`config.mk`:
```
export PLATFORM = sky130hd
export DESIGN_NAME = idx_port_watchdog
export DESIGN_NICKNAME = d
export VERILOG_FILES = /design/src/rtl/wdt_pkg.sv /design/src/rtl/wdt_access_ctrl.sv /design/src/rtl/wdt_timer_dp.sv /design/src/rtl/idx_port_watchdog.sv
export SDC_FILE = /design/constraint.sdc
export NUM_CORES = 1
export LEC_CHECK = 0
export ABC_CLOCK_PERIOD_IN_PS = 4000
export BUFFER_PORTS_ARGS = -buffer_cell sky130_fd_sc_hd__buf_2
export CAP_MARGIN = 10
export CORE_ASPECT_RATIO = 0.9
export CORE_MARGIN = 2
export CORE_UTILIZATION = 64
export DETAILED_ROUTE_END_ITERATION = 10
export MAX_ROUTING_LAYER = met4
export PLACE_DENSITY_LB_ADDON = 0.1
export SKIP_CTS_REPAIR_TIMING = 1
export SLEW_MARGIN = 0
export SYNTH_ARGS = -nofsm -noshare
export SYNTH_HDL_FRONTEND = slang
export SYNTH_SLANG_ARGS = --single-unit
export TNS_END_PERCENT = 100
```
`constraint.sdc`:
```
create_clock -name clk -period 4 [get_ports clk]
set_clock_uncertainty 0.1 [all_clocks]
set_input_delay 0.4 -clock clk [delete_from_list [all_inputs] [get_ports clk]]
set_output_delay 0.4 -clock clk [all_outputs]
set_load 0.05 [all_outputs]
```
`src/rtl/wdt_pkg.sv`:
```
package wdt_pkg;
  localparam logic [7:0] KEY_UNLOCK = 8'h87;
  localparam logic [7:0] KEY_LOCK   = 8'hAA;
  localparam logic [7:0] IDX_PAGE   = 8'h07;
  localparam logic [7:0] PAGE_WDT   = 8'h08;
  localparam logic [7:0] REG_ENABLE = 8'h30;
  localparam logic [7:0] REG_UNIT   = 8'hF5;
  localparam logic [7:0] REG_TIMER  = 8'hF6;
  localparam logic [7:0] REG_EVENT  = 8'hF7;

  localparam int EN_BIT    = 0;
  localparam int UNIT_BIT  = 3;
  localparam int KBD_BIT   = 6;
  localparam int MOUSE_BIT = 7;

  typedef enum logic [1:0] {
    ACC_LOCKED,
    ACC_HALF,
    ACC_OPEN
  } accState_t;

  typedef enum logic [2:0] {
    RD_FF,
    RD_CTRL,
    RD_ENABLE,
    RD_UNIT,
    RD_TIMER,
    RD_EVENT
  } rdSel_t;

  typedef struct packed {
    logic   wrEnable;
    logic   wrUnit;
    logic   wrTimer;
    logic   wrEvent;
    rdSel_t rdSel;
  } dpStrobe_t;
endpackage

```
`src/rtl/wdt_access_ctrl.sv`:
```
module wdt_access_ctrl
  import wdt_pkg::*;
(
  input  logic       clk,
  input  logic       rstN,
  input  logic       busWr,
  input  logic       busRd,
  input  logic       busSel,
  input  logic [7:0] busWData,
  output dpStrobe_t  strobe,
  output logic [7:0] ctrlRdData
);
  accState_t accState, accNext;
  logic [7:0] idxQ, pageQ;
  logic isOpen, idxWr, dataWr, wdtPage;

  assign isOpen  = (accState == ACC_OPEN);
  assign idxWr   = busWr && !busSel;
  assign dataWr  = busWr && busSel;
  assign wdtPage = (pageQ == PAGE_WDT);

  // unlock / lock sequencer
  always_comb begin
    accNext = accState;
    unique case (accState)
      ACC_LOCKED: if (idxWr && busWData == KEY_UNLOCK) accNext = ACC_HALF;
      ACC_HALF: begin
        if (idxWr) accNext = (busWData == KEY_UNLOCK) ? ACC_OPEN : ACC_LOCKED;
        else if (dataWr) accNext = ACC_LOCKED;
      end
      ACC_OPEN: if (idxWr && busWData == KEY_LOCK) accNext = ACC_LOCKED;
      default: accNext = ACC_LOCKED;
    endcase
  end

  always_ff @(posedge clk) begin
    if (!rstN) begin
      accState <= ACC_LOCKED;
      idxQ     <= 8'h00;
      pageQ    <= 8'h00;
    end else begin
      accState <= accNext;
      if (isOpen && idxWr && busWData != KEY_LOCK) idxQ <= busWData;
      if (isOpen && dataWr && idxQ == IDX_PAGE) pageQ <= busWData;
    end
  end

  // decode into datapath strobes
  always_comb begin
    strobe          = '0;
    strobe.rdSel    = RD_FF;
    ctrlRdData      = 8'hFF;
    if (isOpen && dataWr && wdtPage) begin
      strobe.wrEnable = (idxQ == REG_ENABLE);
      strobe.wrUnit   = (idxQ == REG_UNIT);
      strobe.wrTimer  = (idxQ == REG_TIMER);
      strobe.wrEvent  = (idxQ == REG_EVENT);
    end
    if (isOpen && busRd) begin
      if (!busSel) begin
        strobe.rdSel = RD_CTRL;
        ctrlRdData   = idxQ;
      end else if (idxQ == IDX_PAGE) begin
        strobe.rdSel = RD_CTRL;
        ctrlRdData   = pageQ;
      end else if (wdtPage) begin
        unique case (idxQ)
          REG_ENABLE: strobe.rdSel = RD_ENABLE;
          REG_UNIT:   strobe.rdSel = RD_UNIT;
          REG_TIMER:  strobe.rdSel = RD_TIMER;
          REG_EVENT:  strobe.rdSel = RD_EVENT;
          default:    strobe.rdSel = RD_FF;
        endcase
      end
    end
  end

  // the window only opens on a second key byte
  assert_open_needs_key_R1: assert property (@(posedge clk) disable iff (!rstN)
    $rose(accState == ACC_OPEN) |->
      $past(accState == ACC_HALF && busWr && !busSel && busWData == KEY_UNLOCK));

  // a stray data write during the half-open state restarts the key
  assert_half_restart_R2: assert property (@(posedge clk) disable iff (!rstN)
    (accState == ACC_HALF && busWr && busSel) |=> accState == ACC_LOCKED);

  // nothing reaches the datapath while the window is closed
  assert_closed_no_write_R3: assert property (@(posedge clk) disable iff (!rstN)
    (accState != ACC_OPEN) |->
      !(strobe.wrEnable || strobe.wrUnit || strobe.wrTimer || strobe.wrEvent)
      && strobe.rdSel == RD_FF);

  // lock byte closes the window on the next cycle
  assert_lock_closes_R4: assert property (@(posedge clk) disable iff (!rstN)
    (accState == ACC_OPEN && busWr && !busSel && busWData == KEY_LOCK)
      |=> accState == ACC_LOCKED);
endmodule

```
`src/rtl/wdt_timer_dp.sv`:
```
module wdt_timer_dp
  import wdt_pkg::*;
#(
  parameter logic [7:0] RESET_COUNT   = 8'd5,
  parameter bit         RESET_MINUTES = 1'b1,
  parameter bit         RESET_ENABLE  = 1'b0
) (
  input  logic       clk,
  input  logic       rstN,
  input  dpStrobe_t  strobe,
  input  logic [7:0] wData,
  input  logic [7:0] ctrlRdData,
  input  logic       secTick,
  input  logic       minTick,
  input  logic       kbdEvent,
  input  logic       mouseEvent,
  output logic [7:0] rdData,
  output logic       resetReq
);
  localparam logic [7:0] UNIT_RESET = RESET_MINUTES ? (8'h1 << UNIT_BIT) : 8'h00;
  localparam logic [7:0] EN_RESET   = RESET_ENABLE  ? (8'h1 << EN_BIT)   : 8'h00;

  logic [7:0] enReg, unitReg, eventReg, reloadReg, cntQ;
  logic enOn, tickSel, evReload;

  assign enOn     = enReg[EN_BIT];
  assign tickSel  = unitReg[UNIT_BIT] ? minTick : secTick;
  assign evReload = (kbdEvent && eventReg[KBD_BIT]) || (mouseEvent && eventReg[MOUSE_BIT]);

  always_ff @(posedge clk) begin
    if (!rstN) begin
      enReg     <= EN_RESET;
      unitReg   <= UNIT_RESET;
      eventReg  <= 8'h00;
      reloadReg <= RESET_COUNT;
      cntQ      <= RESET_COUNT;
    end else begin
      if (strobe.wrEnable) enReg    <= wData;
      if (strobe.wrUnit)   unitReg  <= wData;
      if (strobe.wrEvent)  eventReg <= wData;
      if (strobe.wrTimer) begin
        reloadReg <= wData;
        cntQ      <= wData;
      end else if (evReload) begin
        cntQ <= reloadReg;
      end else if (enOn && tickSel && cntQ != 8'd0) begin
        cntQ <= cntQ - 8'd1;
      end
    end
  end

  always_comb begin
    unique case (strobe.rdSel)
      RD_CTRL:   rdData = ctrlRdData;
      RD_ENABLE: rdData = enReg;
      RD_UNIT:   rdData = unitReg;
      RD_TIMER:  rdData = cntQ;
      RD_EVENT:  rdData = eventReg;
      default:   rdData = 8'hFF;
    endcase
  end

  assign resetReq = enOn && (cntQ == 8'd0);

  // an enabled tick with nothing else pending lowers the count by one
  assert_tick_decrements_R7: assert property (@(posedge clk) disable iff (!rstN)
    (enOn && tickSel && cntQ != 8'd0 && !strobe.wrTimer && !evReload)
      |=> cntQ == $past(cntQ) - 8'd1);

  // disabled and no reload means the count holds
  assert_disabled_holds_R7: assert property (@(posedge clk) disable iff (!rstN)
    (!enOn && !strobe.wrTimer && !evReload) |=> $stable(cntQ));

  // the request is sticky until reload or disable
  assert_request_sticky_R11: assert property (@(posedge clk) disable iff (!rstN)
    (resetReq && !strobe.wrTimer && !evReload && !strobe.wrEnable) |=> resetReq);

  // a software load wins over any event reload
  assert_write_wins_R12: assert property (@(posedge clk) disable iff (!rstN)
    strobe.wrTimer |=> cntQ == $past(wData));
endmodule

```
`src/rtl/idx_port_watchdog.sv`:
```
module idx_port_watchdog
  import wdt_pkg::*;
#(
  parameter logic [7:0] RESET_COUNT   = 8'd5,
  parameter bit         RESET_MINUTES = 1'b1,
  parameter bit         RESET_ENABLE  = 1'b0
) (
  input  logic       clk,
  input  logic       rstN,
  input  logic       busWr,
  input  logic       busRd,
  input  logic       busSel,
  input  logic [7:0] busWData,
  output logic [7:0] busRData,
  input  logic       secTick,
  input  logic       minTick,
  input  logic       kbdEvent,
  input  logic       mouseEvent,
  output logic       resetReq
);
  dpStrobe_t  strobe;
  logic [7:0] ctrlRdData;

  wdt_access_ctrl uCtrl (
    .clk        (clk),
    .rstN       (rstN),
    .busWr      (busWr),
    .busRd      (busRd),
    .busSel     (busSel),
    .busWData   (busWData),
    .strobe     (strobe),
    .ctrlRdData (ctrlRdData)
  );

  wdt_timer_dp #(
    .RESET_COUNT   (RESET_COUNT),
    .RESET_MINUTES (RESET_MINUTES),
    .RESET_ENABLE  (RESET_ENABLE)
  ) uDp (
    .clk        (clk),
    .rstN       (rstN),
    .strobe     (strobe),
    .wData      (busWData),
    .ctrlRdData (ctrlRdData),
    .secTick    (secTick),
    .minTick    (minTick),
    .kbdEvent   (kbdEvent),
    .mouseEvent (mouseEvent),
    .rdData     (busRData),
    .resetReq   (resetReq)
  );
endmodule

```
# Yosys cells after proc, flatten, opt, wreduce, memory -nomap -nowiden

Index checks and enable logic that the tools add are counted.

Bits in registers: 58
Input port bits: 17
Output and inout port bits: 9
Logic and storage cells: 70

$add $sub $neg: 1
Eq/ne operators: 19
Muxes and demuxes: 20
Reductions and logical operators: 22

Operator list:

| kind                  | count |
|---|---|
| $mux W8               | 6 |
| $eq A8 B8 Y1 const B  | 5 |
| $pmux W8 S5           | 1 |
| $logic_and A1 B1 Y1   | 15 |
| $mux W3               | 4 |
| $pmux W3 S4           | 1 |
| $mux W2               | 5 |
| $eq A8 B3 Y1 const B  | 1 |
| $eq A8 B4 Y1 const B  | 1 |
| $eq A8 B6 Y1 const B  | 1 |
| $logic_not A8 Y1      | 1 |
| $ne A8 B8 Y1 const B  | 1 |
| $reduce_bool A8 Y1    | 1 |
| $sub A8 B1 Y8 const B | 1 |
| $eq A3 B2 Y1 const B  | 2 |
| $eq A3 B3 Y1 const B  | 2 |
| $pmux W2 S3           | 1 |
| $mux W4               | 1 |
| $eq A3 B1 Y1 const B  | 1 |
| $ne A3 B1 Y1 const B  | 1 |
| $reduce_and A3 Y1     | 1 |
| $reduce_bool A3 Y1    | 1 |
| $eq A2 B1 Y1 const B  | 1 |
| $eq A2 B2 Y1 const B  | 1 |
| other kinds (6)       | 6 |

# Logic depth before layout (Yosys ltp)

Gate-level depths: netlist of run 1.

Word-level depth: 8
Depth in mapped cells: 8
Gate-level depth less buffers: 7

# Hierarchy

Synthesis of run 1 repeated with hierarchy kept, for this count alone.

Cells, all modules: 359
Area, all modules: 3123.0 um^2

Modules (own cells, without submodules):

| module          | instances | cells an instance | area each (um^2) |
|---|---|---|---|
| wdt_timer_dp    | 1         | 236               | 2055.7 |
| wdt_access_ctrl | 1         | 123               | 1067.3 |

# Least setup slack after synthesis of run 1

Ideal clock, no wire load.

Path type: register to output
Start point: register uCtrl.pageQ[4]
End point: output busRData[4]
Arrival time: 2.830 ns
Data required time: 3.500 ns
Setup slack: 0.670 ns
Cell stages (with the launch flop): 7
Cell sequence: dfxtp_1 -> or4b_4 -> nor3_1 -> a22o_1 -> clkbuf_1 -> mux2i_1 -> o21ai_0

Longest elaborated chain between the ends: 7
Elaborated cells between the ends (all ways): 14
Classes of those cells: 6 x eq/ne; 8 x mux

Ends and longest elaborated chain:

| element                                    | RTL line                | RTL |
|---|---|---|
| start: declaration                         | wdt_access_ctrl.sv:14   | `logic [7:0] idxQ, pageQ;` |
| start signal: assignment                   | wdt_access_ctrl.sv:44   | `if (isOpen && dataWr && idxQ == IDX_PAGE) pageQ <= busWData;` |
| $eq A8 B4 Y1                               | wdt_access_ctrl.sv:20   | `assign wdtPage = (pageQ == PAGE_WDT);` |
| $mux W3                                    | wdt_access_ctrl.sv:66   | `end else if (wdtPage) begin` |
| $mux W3                                    | wdt_access_ctrl.sv:63   | `end else if (idxQ == IDX_PAGE) begin` |
| $mux W3                                    | wdt_access_ctrl.sv:60   | `if (!busSel) begin` |
| $mux W3                                    | wdt_access_ctrl.sv:59   | `if (isOpen && busRd) begin` |
| $eq A3 B3 Y1, or another cell as far along | wdt_timer_dp.sv:53      | `unique case (strobe.rdSel)` |
| $pmux W8 S5 *                              | wdt_timer_dp.sv:53      |  |
| end: declaration                           | idx_port_watchdog.sv:14 | `output logic [7:0] busRData,` |

Mark *: on every way between the ends. The rest lies on a longest branch, timed or not.

# Final worst setup path of run 1

Start point: register uCtrl.idxQ[7]
End point: output busRData[2]

Longest elaborated chain between the ends: 8
Elaborated cells between the ends (all ways): 19
Classes of those cells: 10 x eq/ne; 9 x mux

Ends and longest elaborated chain:

| element                                             | RTL line              | RTL |
|---|---|---|
| start: declaration                                  | wdt_access_ctrl.sv:14 |  |
| start signal: assignment                            | wdt_access_ctrl.sv:43 | `if (isOpen && idxWr && busWData != KEY_LOCK) idxQ <= busWData;` |
| $eq A8 B8 Y1 / $eq A8 B6 Y1 (equally long branches) | wdt_access_ctrl.sv:67 | `unique case (idxQ)` |
| $pmux W3 S4                                         | wdt_access_ctrl.sv:67 |  |
| $mux W3                                             | wdt_access_ctrl.sv:66 |  |
| $mux W3                                             | wdt_access_ctrl.sv:63 |  |
| $mux W3                                             | wdt_access_ctrl.sv:60 |  |
| $mux W3                                             | wdt_access_ctrl.sv:59 |  |
| $eq A3 B3 Y1, or another cell as far along          | wdt_timer_dp.sv:53    |  |
| $pmux W8 S5 *                                       | wdt_timer_dp.sv:53    |  |

Marks and branches as above.

==> impl_metrics.yaml, run 1 <==
global_routing:
  track_usage_pct: 31.7
  antenna_found_initial: 0
  grt_overflow_total: 0
  grt_max_degree: 58
  grt_pass1_wl_um: 12900
  grt_pass1_vias: 2570
synthesis:
  yosysUniqueCellTypes: 55
  synth_async_sr_flop_share_pct: 0
  netlist.area_leader.share_pct: 36.4
  synth_common_cells: "58 x dfxtp_1, 42 x nor2b_1, 38 x mux2i_1"
  syn_area_sq_mm: 0.00319
  synthCells: 366
  synth_top_family_by_area: "simple AND/OR/NAND/NOR gates"
  syn_avg_cell_area_sq_um: 8.71
  synthXorXnorAreaFrac_pct: 1.92
  ys_top_cells_by_area: "dfxtp_1 36%, mux2i_1 12%, nor2b_1 8.2%, nand2_1 3.9%, a21oi_1 3.3%"
  yosysMostFrequentCell: "dfxtp_1"
  yosys.area_share.simple_pct: 27.5
  yosysSeqAreaShare_pct: 36.4
  muxShareOfSynthArea_pct: 11.9
  synth-edff-count: 0
  ys_ff_latch: 58
  yosys_warnings: 0
  yosys.area.top_type: "dfxtp_1"
  syn-num-nets: 385
  synth_flop_cell: "dfxtp_1"
  synth_fa_ha_area_share_pct: 0.785
  synth_compound_area_share_pct: 18.0
min_path:
  holdCritPathClass: "in -> reg"
sta:
  rsz0062_at_grt: "false"
  slew_violations: 0
  timing.final.crit_share_pct: 87.8
  hold_viol: 0
  setup_viol: 0
  slew_headroom_pct: 41.8
  achievable-frequency_ghz: 0.285
  min_period_ns: 3.51
  tns_ns: 0
  tightest_slew_ns: 0.866
critical_path:
  start_kind: "flop"
  cp_data_arrival_time_ns: 3.01
  cpLargestDelayFamily: "simple AND/OR/NAND/NOR gates"
  cp_max_fo: 6
  worstSetupEndpointType: "output pin"
  critical_path_class: "reg -> out"
  cpPeakStageDelay_ns: 0.59
  path_buf_inv: 1
  cp_data_required_time_ns: 3.50
  path_cells: "or4_4 > a2111o_1 > nor4_1 > a32oi_1 > and3_1 > a31oi_1 > buf_2"
  slowest_stage: "or4_4"
place:
  portBuffers: 25
  dp_hpwl_um: 5650
  dp_cells: 441
  place_area_sq_mm: 0.00333
  gp_congestion: 0.949
power:
  total_power_w: 0.00116
  peakVddDrop_v: 0.000226
  leakage_nw: 1.22
  power_per_cell_area_mw_per_mm2: 327
outcome:
  outcome: "completed"
detailed_routing:
  routed_via_density: 6.28
  post_drt_wl_per_cell_um: 17.7
  totalWireLength_um: 8100
  ant_nets: 0
  vias: 2872
  route.detailed.drc: 0
  drt_iter0_markers: 175
  dr.pass1.iters: 7
clock_network:
  cts_buffer_depth: 2
  clock_latency_ns: 0.34
  path_clk_slew_ns: 0.06
  numCtsBuffers: 9
  htree_levels: 3
  cts_tree: "built"
  root_buffer: "clkbuf_8"
  clock_sinks: 58
die:
  pin_count: 26
  die_w_um: 78.4
  initial_core_util_pct: 66.0
  fp.coreArea_sq_mm: 0.00483
  row_count: 24
  die_y_um: 71.0
  die-area_sq_mm: 0.00556
finish:
  final_area_sq_mm: 0.00353
  syn2layout_area_growth_pct: 10.7
  post_layout_nonfiller_instances: 457
  final_util_pct: 73.1
  diodes: 0
  drive_gt1_share_pct: 13.5
  fin_nets: 406
run:
  max_cap_violations: 0
[kinds of logic after synthesis]
| logic type | after synthesis |
|---|---|
| AND/OR/NAND/NOR | 154 |
| AO/OA/AOI/OAI | 81 |
| flip-flops | 58 |
| multiplexers | 38 |
| buffers and inverters | 26 |
| XOR/XNOR | 7 |
| adder cells (fa/ha/maj) | 2 |
[flip-flops by register name, indices dropped and copies added (netlist names)]
name,flops
uCtrl.pageQ,8
uDp.cntQ,8
uDp.eventReg,8
uCtrl.accState,2
uDp.unitReg,8
uDp.reloadReg,8
uDp.enReg,8
uCtrl.idxQ,8
[worst reg2reg max path, stage by stage, from the launching register on]
cell     delay, ns
dfxtp_1       0.33
or4_4         0.55
or4b_4        0.61
or4_1         0.71
mux2i_1       0.25
nand2_1       0.07
[cell usage in the layout (no fill, tap or decap), types with 9 or more instances in the layout]
| master | count |
|---|---|
| dfxtp_1 | 58 |
| a21boi_0 | 9 |
| nor3_1 | 9 |
| nor2_1 | 23 |
| o21ai_0 | 12 |
| nand3_1 | 10 |
| clkbuf_8 | 14 |
| nand2_1 | 33 |
| nor2b_1 | 42 |
| buf_2 | 25 |
| inv_1 | 10 |
| a21oi_1 | 21 |
| mux2i_1 | 38 |
[worst paths after layout]
path / slack, ns / startpoint / depth (start not counted) / endpoint
setup / recovery: 0.49 / uCtrl.idxQ[7] / 7 / busRData[2]
hold / removal: 0.34 / busWData[1] / 3 / uDp.reloadReg[1]
setup reg to reg: 1.25 / uCtrl.pageQ[0] / 5 / uDp.unitReg[3]
hold reg to reg: 0.35 / uDp.reloadReg[0] / 2 / uDp.reloadReg[0]
[where the power goes]
part / internal, W / leakage [nW] / switching, W
Combinational: 0.0000164 / 0.650 / 0.0000282
Clock: 0.000309 / 0.106 / 0.000225
Sequential: 0.000578 / 0.467 / 0.000000167
[final cells by class]
type                       instances  area, sq um
multi-input combinational        282         1920
fill                             399         1300
sequential                        58         1160
clock buffer                      15          196
timing repair buffer              26          133
tap                               65         81.3
inverter                          10         37.5
clock inverter                     1         5.00
[per-stage QoR]
| stage | hold slack (ns) | worst slack, ns |
|---|---|---|
| final | 0.336 | 0.490 |
| after global routing | 0.339 | 0.404 |
| after CTS | 0.324 | 0.535 |
| after detailed placement | 0.339 | 0.913 |
| after global placement | 0.333 | 0.927 |
| after floorplan | 0.317 | 0.670 |
[metal layers]
layer / wire length, um / vias up / track usage, %
met4: 175 / 0 / 12.5
met2: 3600 / 131 / 47.2
li1: - / 1358 / -
met3: 716 / 25 / 12.8
met5: 0 / - / -
met1: 3610 / 1358 / 38.4
Power figures use the tool's default switching activity.
==> run 2, diff against run 1 <==
- CTS_BUF_LIST: not set -> sky130_fd_sc_hd__clkbuf_16
- SETUP_SLACK_MARGIN: not set -> 0.05
- SYNTH_HIERARCHICAL: not set -> 1
==> impl_metrics.yaml, run 2 <==
place:
  dp_cells: 435
  portBuffers: 25
  gp_congestion: 0.883
  dp_hpwl_um: 5420
critical_path:
  cp_data_required_time_ns: 3.50
  worstSetupEndpointType: "output pin"
  critical_path_class: "reg -> out"
  cp_data_arrival_time_ns: 3.09
  cp_max_fo: 11
  reg2reg_slack_ns: 1.54
  start_kind: "flop"
synthesis:
  ys_ff_latch: 58
  synth-edff-count: 0
  yosysUniqueCellTypes: 53
  synth_common_cells: "62 x mux2i_1, 58 x dfxtp_1, 43 x nor2_1"
  yosysMostFrequentCell: "mux2i_1"
  yosysSeqAreaShare_pct: 37.2
  yosys.area.top_type: "dfxtp_1"
  yosys_warnings: 6
  netlist.area_leader.share_pct: 37.2
  syn_avg_cell_area_sq_um: 8.70
  synth_flop_cell: "dfxtp_1"
  syn_area_sq_mm: 0.00312
  syn-num-nets: 378
  ys_top_cells_by_area: "dfxtp_1 37%, mux2i_1 20%, nor2_1 5.2%, nand2_1 4.2%, a21oi_1 2.9%"
  synth_async_sr_flop_share_pct: 0
  synthCells: 359
detailed_routing:
  drt_iter0_markers: 337
  post_drt_wl_per_cell_um: 18.1
  routed_via_density: 6.26
  vias: 2824
  route.detailed.drc: 0
  totalWireLength_um: 8180
  dr.pass1.iters: 5
  ant_nets: 0
power:
  power_per_cell_area_mw_per_mm2: 408
  clock_power_share_pct: 57.9
  p_comb_share_pct: 3.2
  leakage_nw: 1.36
  peakVddDrop_v: 0.000361
  p_int_w: 0.00119
  pwr-share-seq_pct: 38.9
  power.switching_w: 0.000293
  switching_share_pct: 19.7
sta:
  setup_viol: 0
  hold_viol: 0
  min_period_ns: 3.59
  rsz0062_at_grt: "false"
  slew_violations: 0
  timing.final.crit_share_pct: 89.8
  tns_ns: 0
  tightest_slew_ns: 1.01
  achievable-frequency_ghz: 0.278
  slew_headroom_pct: 32.5
finish:
  fill_cells: 330
  syn2layout_area_growth_pct: 16.6
  post_layout_nonfiller_instances: 451
  drive_gt1_share_pct: 14.8
  layout_commonest_cell: "mux2i_1"
  regArea_sq_mm: 0.00116
  multiInputGateArea_sq_mm: 0.00184
  final_cell_mix: "62 x mux2i_1, 58 x dfxtp_1, 43 x nor2_1"
  diodes: 0
  fin_nets: 400
die:
  pin_count: 26
  die-area_sq_mm: 0.00546
  die_w_um: 77.6
  initial_core_util_pct: 65.4
  row_count: 24
  fp.coreArea_sq_mm: 0.00477
  die_y_um: 70.3
clock_network:
  root_buffer: "clkbuf_16"
  cts_tree: "built"
  clock_latency_ns: 0.33
  clock_sinks: 58
  path_clk_slew_ns: 0.05
  cts_buffer_depth: 2
  htree_levels: 3
  numCtsBuffers: 9
global_routing:
  track_usage_pct: 33.2
  antenna_found_initial: 0
  grt_pass1_wl_um: 13500
  grt_overflow_total: 0
  grt_pass1_vias: 2711
  grt_max_degree: 37
outcome:
  outcome: "completed"
min_path:
  holdCritPathClass: "in -> reg"
run:
  max_cap_violations: 0
==> run 2: worst paths after layout <==
kind / start / end / cells past startpoint
max reg2reg: uCtrl/pageQ[3] / uDp/enReg[3] / 5
min: busWr / uCtrl/accState[0] / 3
min reg2reg: uDp/reloadReg[4] / uDp/cntQ[4] / 2
max: uCtrl/accState[0] / busRData[3] / 8
==> run 2: power groups by stage <==
stage               registers, W  logic [W]  clock network [W]
finish                  0.000579  0.0000471           0.000860
CTS                     0.000579  0.0000467           0.000863
detailed placement      0.000590  0.0000460                  0
floorplan               0.000590  0.0000237                  0
global placement        0.000590  0.0000452                  0
global route            0.000578  0.0000513           0.000889
==> run 2: logic make-up after synthesis <==
logic type	count (synthesis)	synth area share, %
simple gates	138	22.1
mux	62	19.9
compound gates	60	14.3
flops	58	37.2
buf+inv	33	4.13
xor+xnor	6	1.68
fa+ha+maj	2	0.801
==> run 2: final cells by class <==
cell class / count / area share (%)
clock buffer: 9 / 6.18
inverter: 12 / 1.24
clock inverter: 7 / 2.95
sequential: 58 / 31.9
multi-input combinational: 268 / 50.6
timing repair buffer: 32 / 4.88
tap: 65 / 2.23
==> run 2: layer usage <==
metal | share of wire [%] | track usage [%] | vias to the layer above
met4 | 1.5 | 12.7 | 0
li1 | - | - | 1332
met2 | 46 | 49.8 | 127
met5 | 0 | - | -
met1 | 45 | 43.7 | 1355
met3 | 7.4 | 7.75 | 10
==> run 2: metrics by stage <==
step / util (%) / hold WS (ns) / setup slack [ns] / power [W] / cell area (sq um)
floorplan: - / 0.336 / 0.511 / 0.000614 / 3120
global placement: 69.3 / 0.352 / 0.984 / 0.000636 / 3310
detailed placement: 69.3 / 0.354 / 0.910 / 0.000636 / 3310
CTS: 76.3 / 0.285 / 0.540 / 0.00149 / 3640
global route: 76.3 / 0.327 / 0.314 / 0.00152 / 3640
finish: 76.3 / 0.295 / 0.407 / 0.00149 / 3640
==> run 2: worst max-delay path, stage by stage (launching register included) <==
cell	delay [ns]
dfxtp_1	0.37
and3b_1	0.46
nand3_1	0.20
nor3_1	0.26
buf_4	0.23
nor2b_1	0.55
a22oi_1	0.18
o21ai_0	0.21
buf_2	0.30
